--- config.mk ---
export PLATFORM = sky130hd
export DESIGN_NAME = clkbr_bridge
export DESIGN_NICKNAME = d
export VERILOG_FILES = /design/src/rtl/clkbr_pkg.sv /design/src/rtl/clkbr_xact.sv /design/src/rtl/clkbr_regs.sv /design/src/rtl/clkbr_bridge.sv
export SDC_FILE = /design/constraint.sdc
export NUM_CORES = 1
export LEC_CHECK = 0
export CAP_MARGIN = 20
export CORE_MARGIN = 5
export CORE_UTILIZATION = 25
export DETAILED_ROUTE_END_ITERATION = 10
export DONT_BUFFER_PORTS = 1
export SLEW_MARGIN = 0
export SYNTH_ARGS = -nofsm -noshare
export SYNTH_HDL_FRONTEND = slang
export SYNTH_HIERARCHICAL = 1
export SYNTH_SLANG_ARGS = --single-unit
--- constraint.sdc ---
create_clock -name clk -period 3.2 [get_ports clk]
set_input_delay 0.64 -clock clk [delete_from_list [all_inputs] [get_ports clk]]
set_output_delay 0.64 -clock clk [all_outputs]
set_load 0.005 [all_outputs]
--- src/rtl/clkbr_pkg.sv ---
// Package: register offsets and bit positions shared by the bridge modules.
// Assumes byte offsets on an 8-bit bus address.
package clkbr_pkg;
    localparam logic [7:0] OFS_RESET  = 8'h40;
    localparam logic [7:0] OFS_CTRL   = 8'h70;
    localparam logic [7:0] OFS_STATUS = 8'h74;
    localparam int START_BIT = 29;
    localparam int READ_BIT  = 28;
    localparam int ADDR_LSB  = 16;
    localparam int BUSY_BIT  = 16;
endpackage

--- src/rtl/clkbr_xact.sv ---
// Module: clkbr_xact
// Runs one reconfiguration-port transaction per accepted control word.
// It stores the word, pulses the strobe, holds the fields and tracks busy,
// and captures read data on ready.
// Assumes ready only matters while busy is set.
module clkbr_xact
    import clkbr_pkg::*;
#(
    parameter int BUS_DW = 32,
    parameter int PAW    = 7,
    parameter int PDW    = 16
) (
    input  logic              clk,
    input  logic              rst_n,
    input  logic              launch,
    input  logic [BUS_DW-1:0] launch_word,
    input  logic              cfg_rdy,
    input  logic [PDW-1:0]    cfg_rdata,
    output logic              cfg_en,
    output logic              cfg_we,
    output logic [PAW-1:0]    cfg_addr,
    output logic [PDW-1:0]    cfg_wdata,
    output logic              busy,
    output logic [PDW-1:0]    rd_capt,
    output logic [BUS_DW-1:0] ctrl_word
);
    logic              busy_q;
    logic              en_q;
    logic [BUS_DW-1:0] word_q;
    logic [PDW-1:0]    capt_q;

    // Accept a start when idle, retire on ready, capture read data.
    always_ff @(posedge clk) begin
        if (!rst_n) begin
            busy_q <= 1'b0;
            en_q   <= 1'b0;
            word_q <= '0;
            capt_q <= '0;
        end else begin
            en_q <= 1'b0;
            if (!busy_q && launch) begin
                busy_q <= 1'b1;
                en_q   <= 1'b1;
                word_q <= launch_word;
            end else if (busy_q && cfg_rdy) begin
                busy_q <= 1'b0;
                if (word_q[READ_BIT]) begin
                    capt_q <= cfg_rdata;
                end
            end
        end
    end

    // Drive port fields straight from the stored control word.
    always_comb begin
        cfg_en    = en_q;
        cfg_we    = ~word_q[READ_BIT];
        cfg_addr  = word_q[ADDR_LSB +: PAW];
        cfg_wdata = word_q[PDW-1:0];
        busy      = busy_q;
        rd_capt   = capt_q;
        ctrl_word = word_q;
    end
endmodule

--- src/rtl/clkbr_regs.sv ---
// Module: clkbr_regs
// Decodes the register bus. It holds the reset register, flags start
// requests, and registers the readback mux.
// Assumes full-offset decode; unmapped offsets read 0.
module clkbr_regs
    import clkbr_pkg::*;
#(
    parameter int BUS_AW = 8,
    parameter int BUS_DW = 32,
    parameter int PDW    = 16
) (
    input  logic              clk,
    input  logic              rst_n,
    input  logic              bus_wr,
    input  logic              bus_rd,
    input  logic [BUS_AW-1:0] bus_addr,
    input  logic [BUS_DW-1:0] bus_wdata,
    input  logic              busy,
    input  logic [PDW-1:0]    rd_capt,
    input  logic [BUS_DW-1:0] ctrl_word,
    output logic              launch,
    output logic [BUS_DW-1:0] bus_rdata,
    output logic              core_release,
    output logic              synth_reset
);
    localparam int RST_W = 2;

    logic [RST_W-1:0]  rst_q;
    logic [BUS_DW-1:0] rdata_q;
    logic [BUS_DW-1:0] rdata_d;

    // Flag a start request: a control write carrying the start bit.
    always_comb begin
        launch = bus_wr && (bus_addr == BUS_AW'(OFS_CTRL)) && bus_wdata[START_BIT];
    end

    // Reset register write.
    always_ff @(posedge clk) begin
        if (!rst_n) begin
            rst_q <= '0;
        end else if (bus_wr && (bus_addr == BUS_AW'(OFS_RESET))) begin
            rst_q <= bus_wdata[RST_W-1:0];
        end
    end

    // Readback selection by offset.
    always_comb begin
        rdata_d = '0;
        if (bus_addr == BUS_AW'(OFS_RESET)) begin
            rdata_d[RST_W-1:0] = rst_q;
        end else if (bus_addr == BUS_AW'(OFS_STATUS)) begin
            rdata_d[PDW-1:0]  = rd_capt;
            rdata_d[BUSY_BIT] = busy;
        end else if (bus_addr == BUS_AW'(OFS_CTRL)) begin
            rdata_d = ctrl_word;
        end
    end

    // Register read data one cycle after the strobe.
    always_ff @(posedge clk) begin
        if (!rst_n) begin
            rdata_q <= '0;
        end else if (bus_rd) begin
            rdata_q <= rdata_d;
        end
    end

    // Drive outputs from the reset register and read buffer.
    always_comb begin
        bus_rdata    = rdata_q;
        core_release = rst_q[0];
        synth_reset  = ~rst_q[1];
    end
endmodule

--- src/rtl/clkbr_bridge.sv ---
// Module: clkbr_bridge (top)
// Register bus to synthesizer reconfiguration-port bridge.
// Assumes software waits for busy to clear before starting again.
module clkbr_bridge #(
    parameter int BUS_AW = 8,
    parameter int BUS_DW = 32,
    parameter int PAW    = 7,
    parameter int PDW    = 16
) (
    input  logic              clk,
    input  logic              rst_n,
    input  logic              bus_wr,
    input  logic              bus_rd,
    input  logic [BUS_AW-1:0] bus_addr,
    input  logic [BUS_DW-1:0] bus_wdata,
    output logic [BUS_DW-1:0] bus_rdata,
    output logic              cfg_en,
    output logic              cfg_we,
    output logic [PAW-1:0]    cfg_addr,
    output logic [PDW-1:0]    cfg_wdata,
    input  logic [PDW-1:0]    cfg_rdata,
    input  logic              cfg_rdy,
    output logic              core_release,
    output logic              synth_reset
);
    logic              launch;
    logic              busy;
    logic [PDW-1:0]    rd_capt;
    logic [BUS_DW-1:0] ctrl_word;

    clkbr_regs #(.BUS_AW(BUS_AW), .BUS_DW(BUS_DW), .PDW(PDW)) u_regs (
        .clk(clk), .rst_n(rst_n), .bus_wr(bus_wr), .bus_rd(bus_rd),
        .bus_addr(bus_addr), .bus_wdata(bus_wdata), .busy(busy),
        .rd_capt(rd_capt), .ctrl_word(ctrl_word), .launch(launch),
        .bus_rdata(bus_rdata), .core_release(core_release),
        .synth_reset(synth_reset)
    );

    clkbr_xact #(.BUS_DW(BUS_DW), .PAW(PAW), .PDW(PDW)) u_xact (
        .clk(clk), .rst_n(rst_n), .launch(launch), .launch_word(bus_wdata),
        .cfg_rdy(cfg_rdy), .cfg_rdata(cfg_rdata), .cfg_en(cfg_en),
        .cfg_we(cfg_we), .cfg_addr(cfg_addr), .cfg_wdata(cfg_wdata),
        .busy(busy), .rd_capt(rd_capt), .ctrl_word(ctrl_word)
    );
endmodule

# Word level (Yosys, flattened, before mapping)
# Index checks and enable logic that the tools add are counted.
# word_totals
regBits,84
# op_classes
eq_ne,3
muxes,8
bitwise_logic,3
reduce_logical,8
# ops
cell,count
$mux 32,1
$mux 30,1
$eq 8x7->1 const B,3
$mux 17,1
$mux 15,1
$logic_and 1x1->1,5
$mux 1,3
$not 1->1,3
$reduce_and 3->1,1
$mux 2,1
$reduce_bool 2->1,1
$logic_not 1->1,1

# Logic depth before layout (Yosys ltp)
# Gate-level depths: netlist of run 1.
# depth
depth_word,6
mapped_depth,9
ltp_nobuf,6

# Hierarchy
# Netlist of run 1, hierarchy kept.
# modules_own_cells
module,n_inst,cells_each,area_each_um2,seq_area_each_um2
clkbr_xact,1,241,2031.9,1001.0
clkbr_regs,1,137,1401.3,680.7

# Worst setup path after synthesis of run 1
# No wires, ideal clock.
# synth_timing
path_type,input to register
start,input bus_addr[0]
end,register u_xact.word_q[0] (netlist: u_xact/ctrl_word[0])
setup_time_ps,122
arrival_ps,2470
setup_slack_ps,608
stages,8
n_path_buf,2
cell_sequence,or4b_4 -> nor4_4 -> buf_6 -> and3_1 -> or2b_4 -> buf_4 -> nand2_1 -> a21boi_0
# synth_between
elab_chain_len,4
# synth_rtl
item,line,source
"start, declared",clkbr_bridge.sv:14,"input logic [BUS_AW-1:0] bus_addr,"
$eq 8x7->1,clkbr_regs.sv:34,launch = bus_wr && (bus_addr == BUS_AW'(OFS_CTRL)) && bus_wdata[START_BIT];
$logic_and 1x1->1 (2 in series),clkbr_regs.sv:34,
named net launch,clkbr_bridge.sv:26,logic launch;
$logic_and 1x1->1,clkbr_xact.sv:41,if (!busy_q && launch) begin
"end signal, assigned",clkbr_xact.sv:44,word_q <= launch_word;
"end, declared",clkbr_xact.sv:29,logic [BUS_DW-1:0] word_q;
# The timed path passes the listed nets, and every way through them passes these cells.
# A chain may end at the register's enable or synchronous reset.

# Final worst setup path of run 1
# layout_timing
start,input bus_addr[0]
end,register u_xact.word_q[31] (netlist: u_xact/ctrl_word[31])
# Same word-level chain as after synthesis.

==> reports/qor.yml, run 1 <==
cts.sinks: 84
dpl_cell_area_sq_mm: 0.00336
synth_seq_cells: 84
drt_iter0_drc: 101
grt_max_degree: 70
period_share_pct: 66.3
end_kind: "flop"
placedCellCount: 508
gp_congestion: 0.736
htreeDepth: 3
final_hold_viol_count: 0
postSynthAreaPerCell_sq_um: 9.08
initial_core_util_pct: 25.7
finalSetupTns_ns: 0
first_pass_iters: 4
cts_resized: 0
final_nets: 405
path_cells: "or4b_4, nor4_4, and3_1, or2b_4, nand2_1, a21boi_0"
die-area_sq_mm: 0.0162
io_pins: 120
syn_inst: 378
portBuffers: 0
status: "finished, final reports clean"
crit_arrival_ns: 2.34
dieHeight_um: 127
ys_warn_count: 6
crit_slowest_cell: "or4b_4"
fp.dieW_um: 127
core_sq_mm: 0.0133
overflow: 0
required_ns: 3.42
cts_tree: "built"
fin_util_pct: 27.7
fin_cells: 524
crit_buf_inv: 0
path_delay_family: "simple AND/OR/NAND/NOR gates"
final_max_slew_viol_count: 0
maxCapViolations: 0
track_usage_pct: 11.7
dp_hpwl_um: 6730
min_period_ns: 2.12
clock_latency_ns: 0.33
power_w: 0.00220
setup_viol: 0
ys_types: 29
mappedNetlistArea_sq_mm: 0.00343
rsz0062_at_grt: "false"
clk_pin_slew_ns: 0.06
fmax_mhz: 471
fillers: 1432
wire_per_inst_um: 18.0
areaGrowthSynthToFinish_pct: 7.80
post_drt_via_cell_ratio: 4.72
seq_area_frac_synth_pct: 49.0
slew_headroom_pct: 50.5
hold_class: "input pin to flop"
grt_pass1_vias: 2489
antenna_found_initial: 0
drc: 0
peakVddDrop_v: 0.000226
max_stage_delay_ns: 0.57
post_cts.repair.setup_buffers: 0
diodes: 0
syn-num-nets: 439
worst_pin_slew_ns: 0.743
drt-total-wl_um: 9420
start_kind: "input pin"
drive_gt1_share_pct: 10.1
criticalPathCategory: "input pin to flop"
numCtsBuffers: 9
cp_max_fo: 32
skew_ns: 0.00364
cts_hold_buf: 0
power.density_mw_per_mm2: 595
p_leak_nw: 1.29
cts_buffer_depth: 2
clockRootBuffer: "clkbuf_16"
rows: 42
ant_nets: 0
postLayoutCellArea_sq_mm: 0.00370
grt_pass1_wl_um: 14500
num_vias: 2474
-- cell type report --
cell class	count	area, sq um	share of cell area [%]
clock buffers	11	253	6.83
clock inverters	4	72.6	1.96
inverters	5	18.8	0.507
multi-input cells	238	1400	37.9
flip-flops and latches	84	1680	45.4
well taps	176	220	5.95
repair buffers	6	52.6	1.42
-- synth_stat cells --
library cell  number  area share (%)
a32o_1             6             1.7
a21boi_0          32             7.0
buf_4             28             6.1
o211a_1            1            0.29
nand3_1           18             2.6
a32o_2             9             3.0
or4b_4             1            0.40
mux2i_1           17             5.0
dfxtp_1           84              49
o21ai_0           31             4.5
nor4_1             3            0.55
or2b_4             1            0.33
o31ai_1            2            0.44
nor4_4             1            0.62
buf_6              4             1.3
nand2_1           99              11
nor2b_1            2            0.36
clkbuf_1          12             1.3
and2_1             2            0.36
o21a_1             2            0.44
inv_1              5            0.55
nand4b_1           1            0.26
and3_1             1            0.18
o41ai_1            2            0.51
a21oi_1            2            0.29
nor4b_1            2            0.51
buf_2              7             1.0
nand4_1            2            0.36
or3_1              1            0.18
-- report_power, final --
group          switching, W  internal (W)
sequential      0.000000374       0.00105
combinational     0.0000194     0.0000166
clock              0.000401      0.000720
total              0.000421       0.00178
-- per-layer routing --
| metal | vias up | wire length, um | global-route usage, % |
|---|---|---|---|
| li1 | 1207 | - | - |
| met1 | 1169 | 4050 | 14.3 |
| met2 | 85 | 4370 | 18.1 |
| met3 | 13 | 817 | 4.92 |
| met4 | 0 | 184 | 4.73 |
| met5 | - | 0 | 0 |
-- path summary, 6_finish.rpt --
kind	end	cells after the start	slack (ns)	startpoint
worst max-delay path	u_xact/ctrl_word[31]	6	1.08	bus_addr[0]
worst min-delay path	u_xact/rd_capt[4]	2	0.44	cfg_rdata[4]
worst max register to register	u_xact/ctrl_word[30]	3	1.89	u_xact/busy
worst min register to register	u_xact/ctrl_word[23]	2	0.47	u_xact/ctrl_word[23]
-- state kept, by name, indices dropped and copies added (netlist names) --
signal	count
u_regs/bus_rdata	32
u_regs/rst_q	2
u_xact/busy	1
u_xact/cfg_en	1
u_xact/ctrl_word	32
u_xact/rd_capt	16
-- placed cells by master (no fill, tap or decap), types with 3 or more instances in the layout --
| cell | instances |
|---|---|
| nand2_1 | 99 |
| dfxtp_1 | 84 |
| a21boi_0 | 32 |
| o21ai_0 | 31 |
| nand3_1 | 18 |
| mux2i_1 | 17 |
| clkbuf_16 | 9 |
| a32o_2 | 9 |
| a32o_1 | 6 |
| inv_1 | 5 |
| buf_4 | 5 |
| nor4_1 | 3 |
-- metrics by stage --
step | hold WS (ns) | worst slack [ns]
floorplan | 0.444 | 0.608
global placement | 0.450 | 0.784
detailed placement | 0.461 | 0.737
CTS | 0.413 | 1.11
global route | 0.431 | 0.957
finish | 0.441 | 1.08
-- kinds of logic after synthesis --
group                  Yosys count  share of synthesized area (%)
AO/OA/AOI/OAI                   87                           18.2
flip-flops                      84                           49.0
multiplexers                    17                           4.96
AND/OR/NAND/NOR                134                           17.6
buffers and inverters           56                           10.3
Note: power is estimated with default switching activity, not from simulation.
==> inputs of run 2 (changes only) <==
==> constraint.sdc (replaced) <==
create_clock -name clk -period 2.12 [get_ports clk]
set_input_delay 0.424 -clock clk [delete_from_list [all_inputs] [get_ports clk]]
set_output_delay 0.424 -clock clk [all_outputs]
set_load 0.005 [all_outputs]
==> reports/qor.yml, run 2 (synthesis results as in run 1) <==
num_vias: 2480
clock_latency_ns: 0.34
post_drt_via_cell_ratio: 4.70
drt-total-wl_um: 9540
core_sq_mm: 0.0133
gp_congestion: 0.805
first_pass_iters: 4
wl_met2_um: 4620
skew_ns: 0.00786
cp_max_fo: 32
period_share_pct: 89.5
p_leak_nw: 1.31
ant_nets: 0
clockRootBuffer: "clkbuf_16"
htreeDepth: 3
cts_hold_buf: 0
post_cts.repair.setup_buffers: 0
grt_pass1_vias: 2496
fp.dieW_um: 127
holdWs_ns: 0.218
fin_util_pct: 28.0
clk_pin_slew_ns: 0.07
wl_met3_um: 753
required_ns: 2.34
maxCapViolations: 0
diodes: 0
finalSetupTns_ns: 0
dieHeight_um: 127
antenna_found_initial: 0
grt_max_degree: 70
dr.max_layer_used: "met4"
overflow: 0
peakVddDrop_v: 0.000395
cts_buffer_depth: 2
grt_pass1_wl_um: 14300
layout_common_cells: "nand2_1 (99), dfxtp_1 (84), a21boi_0 (32), o21ai_0 (31), nand3_1 (18)"
io_pins: 120
setup_viol: 0
final_common_cell: "nand2_1"
drive_gt1_share_pct: 11.1
power_w: 0.00339
worst_pin_slew_ns: 0.496
die-area_sq_mm: 0.0162
status: "finished, final reports clean"
cts.sinks: 84
dp_hpwl_um: 6760
initial_core_util_pct: 25.7
min_period_ns: 1.90
met1_length_um: 3930
final_nets: 408
drc: 0
cts_resized: 0
numCtsBuffers: 9
cts_tree: "built"
final_max_slew_viol_count: 0
portBuffers: 0
criticalPathCategory: "input pin to flop"
final_hold_viol_count: 0
rsz0062_at_grt: "false"
wire_per_inst_um: 18.1
slew_headroom_pct: 66.4
track_usage_pct: 11.7
power.density_mw_per_mm2: 906
drt_iter0_drc: 153
fmax_mhz: 527
crit_arrival_ns: 2.12
hold_class: "input pin to flop"
areaGrowthSynthToFinish_pct: 9.04
end_kind: "flop"
rows: 42
start_kind: "input pin"
==> run 2: cell type report <==
type	instances	area, sq um
repair buffers	9	80.1
well taps	176	220
fillers	1416	9600
clock buffers	11	253
clock inverters	5	82.6
multi-input cells	238	1410
inverters	5	18.8
flip-flops and latches	84	1680
==> run 2: per-stage QoR <==
step | instances | area [sq um] | setup WS [ns]
after detailed placement | 512 | 3410 | -0.121
after CTS | 528 | 3740 | 0.244
final | 528 | 3740 | 0.222
after global routing | 528 | 3740 | 0.116
after floorplan | 378 | 3430 | -0.256
after global placement | 512 | 3410 | -0.0766
==> run 2: metal layers <==
| metal | global-route usage (%) | vias up |
|---|---|---|
| met4 | 5.30 | 0 |
| met3 | 4.76 | 20 |
| met1 | 13.0 | 1155 |
| met5 | 0 | - |
| met2 | 19.6 | 94 |
| li1 | - | 1211 |
==> run 2: where the power goes <==
group / total, W / switching (W) / internal [W] / leakage (nW)
clock network: 0.00176 / 0.000655 / 0.00110 / 0.166
registers: 0.00158 / 0.000000549 / 0.00158 / 0.676
logic: 0.0000566 / 0.0000295 / 0.0000271 / 0.468
==> run 2: critical path, stage by stage <==
cell and delay [ns]:
or4b_4 0.54, nor4_4 0.24, and3_1 0.25, or2b_4 0.44, nand2_1 0.13, a21boi_0 0.08
==> run 2: path summary, 6_finish.rpt <==
kind,depth (start not counted),slack [ns],from,to
setup / recovery,6,0.22,bus_addr[0],u_xact/ctrl_word[10]
hold / removal,2,0.22,bus_wdata[11],u_xact/ctrl_word[11]
setup reg to reg,3,0.81,u_xact/busy,u_xact/ctrl_word[26]
hold reg to reg,2,0.47,u_xact/ctrl_word[25],u_xact/ctrl_word[25]
==> inputs of run 3 (changes only) <==
--- a/config.mk
+++ b/config.mk
@@ -13,5 +13,4 @@
 export SLEW_MARGIN = 0
 export SYNTH_ARGS = -nofsm -noshare
 export SYNTH_HDL_FRONTEND = slang
-export SYNTH_HIERARCHICAL = 1
 export SYNTH_SLANG_ARGS = --single-unit
==> reports/qor.yml, run 3 <==
status: "finished, final reports clean"
p_clk_share_pct: 51.2
numCtsBuffers: 9
clockRootBuffer: "clkbuf_16"
die-area_sq_mm: 0.0172
p_sw_w: 0.000726
post_drt_via_cell_ratio: 4.82
cts_tree: "built"
fmax_mhz: 679
swShare_pct: 21.5
drc: 0
htreeDepth: 3
mappedNetlistArea_sq_mm: 0.00368
seq_area_frac_synth_pct: 45.7
required_ns: 2.32
end_kind: "flop"
antenna_found_initial: 0
postLayoutCellArea_sq_mm: 0.00397
final_max_slew_viol_count: 0
num_vias: 2671
min_period_ns: 1.47
met3_usage_pct: 4.63
gp_congestion: 0.709
initial_core_util_pct: 25.4
drt_iter0_drc: 84
final_hold_viol_count: 0
cts_buffer_depth: 2
fp.dieW_um: 131
final_nets: 426
period_share_pct: 69.5
diodes: 0
synth_most_common_cell: "nand2_1"
syn-num-nets: 464
dpl_cell_area_sq_mm: 0.00365
p_comb_share_pct: 1.9
synth_seq_cells: 84
synth_edf_count: 0
cts_resized: 0
finalSetupTns_ns: 0
core_sq_mm: 0.0145
slew_headroom_pct: 50.6
io_pins: 120
synth.area.top_cells: "dfxtp_1 (46%), nand2_1 (9.9%), mux2i_1 (9.5%), buf_4 (4.9%), a32o_1 (4.6%)"
ant_nets: 0
cts.sinks: 84
grt-busiest-layer: "met2"
max_stage_delay_ns: 0.57
syn_inst: 403
dieHeight_um: 131
synth_top_cell_by_area: "dfxtp_1"
overflow: 0
use_met1_pct: 14.5
postSynthAreaPerCell_sq_um: 9.12
clock_latency_ns: 0.34
synth_common_cells: "nand2_1 (97), dfxtp_1 (84), mux2i_1 (35), a21oi_1 (31), buf_4 (24)"
post_cts.repair.setup_buffers: 0
r2r_end: "u_xact.rd_capt[7]"
layout_common_cells: "nand2_1 (97), dfxtp_1 (84), mux2i_1 (35), a21oi_1 (31), nor2b_1 (18)"
cts_hold_buf: 0
ys.flop_type: "dfxtp_1"
maxCapViolations: 0
reg2regPathDepth: 3
clk_pin_slew_ns: 0.07
crit-reg2reg-launch: "u_xact.ctrl_word[28]"
criticalPathCategory: "flop to flop"
critPathLaunch: "u_xact.ctrl_word[28]"
worst_pin_slew_ns: 0.739
skew_ns: 0.00672
crit_end: "u_xact.rd_capt[7]"
peakVddDrop_v: 0.000343
drt-total-wl_um: 10100
ys_types: 31
crit_slowest_cell: "nand3_1"
rsz0062_at_grt: "false"
grt_pass1_wl_um: 16100
dp_hpwl_um: 6860
async_flop_share_pct: 0
ys_warn_count: 0
grt_pass1_vias: 2749
wire_per_inst_um: 18.3
hold_class: "input pin to flop"
rows: 44
first_pass_iters: 4
path_cells: "nand3_1, nand2_1, a21oi_1"
synth_top_area_share_pct: 45.7
internal_power_w: 0.00264
power.density_mw_per_mm2: 849
r2r_setup_slack_ns: 0.65
p_seq_share_pct: 46.9
cp_max_fo: 16
grt_max_degree: 86
crit_arrival_ns: 1.67
min-delay-start: "cfg_rdata[0]"
globalRouteMet2Util_pct: 18.4
drive_gt1_share_pct: 11.4
final_common_cell: "nand2_1"
track_usage_pct: 11.7
areaGrowthSynthToFinish_pct: 7.93
p_leak_nw: 1.30
start_kind: "flop"
setup_viol: 0
portBuffers: 0
[run 3: layout make-up]
cell class / count / area (sq um)
Clock buffer: 9 / 225
Tap cell: 184 / 230
Inverter: 3 / 11.3
Fill cell: 1522 / 10500
Multi-Input combinational cell: 262 / 1670
Timing Repair Buffer: 5 / 50.0
Sequential cell: 84 / 1680
Clock inverter: 7 / 97.6
[run 3: how the worst min path moves through the flow]
| stage | to | slack (ns) | cells past startpoint |
|---|---|---|---|
| after floorplan | u_xact.rd_capt[10] | 0.43 | 2 |
| after global placement | u_xact.rd_capt[6] | 0.44 | 2 |
| after detailed placement | u_xact.rd_capt[8] | 0.44 | 2 |
| after CTS | u_xact.ctrl_word[29] | 0.19 | 1 |
| after global routing | u_xact.rd_capt[6] | 0.20 | 2 |
| final | u_xact.rd_capt[0] | 0.21 | 2 |
[run 3: layer usage]
layer | wire (um) | part of all wire [%]
met3 | 686 | 6.8
met4 | 178 | 1.8
met1 | 4400 | 43
met5 | 0 | 0
met2 | 4860 | 48
[run 3: stage by stage]
stage / hold slack (ns) / cells / utilization [%] / power, W / setup slack (ns)
2_1_floorplan: 0.433 / 403 / - / 0.00170 / 0.343
3_3_place_gp: 0.439 / 538 / 25.2 / 0.00168 / 0.354
3_5_place_dp: 0.444 / 538 / 25.2 / 0.00168 / 0.314
4_1_cts: 0.191 / 554 / 27.4 / 0.00343 / 0.636
5_1_grt: 0.198 / 554 / 27.4 / 0.00352 / 0.455
6_report: 0.211 / 554 / 27.4 / 0.00337 / 0.646
[run 3: cells by family after synthesis]
group | Yosys count | synth area share (%)
AND/OR/NAND/NOR | 160 | 21.5
flip-flops | 84 | 45.7
buffers and inverters | 57 | 8.95
AO/OA/AOI/OAI | 52 | 9.73
multiplexers | 50 | 14.1
[run 3: power groups by stage]
| stage | registers, W | clock network (W) | logic [W] |
|---|---|---|---|
| 3_3_place_gp | 0.00161 | 0 | 0.0000634 |
| 2_1_floorplan | 0.00161 | 0 | 0.0000850 |
| 4_1_cts | 0.00158 | 0.00179 | 0.0000653 |
| 6_report | 0.00158 | 0.00173 | 0.0000645 |
| 3_5_place_dp | 0.00161 | 0 | 0.0000650 |
| 5_1_grt | 0.00158 | 0.00188 | 0.0000716 |
[run 3: critical path, delay by kind of cell (launching register included)]
family          cells  cell delay (ns)
flops               1             0.43
compound gates      1             0.08
simple gates        2             0.81
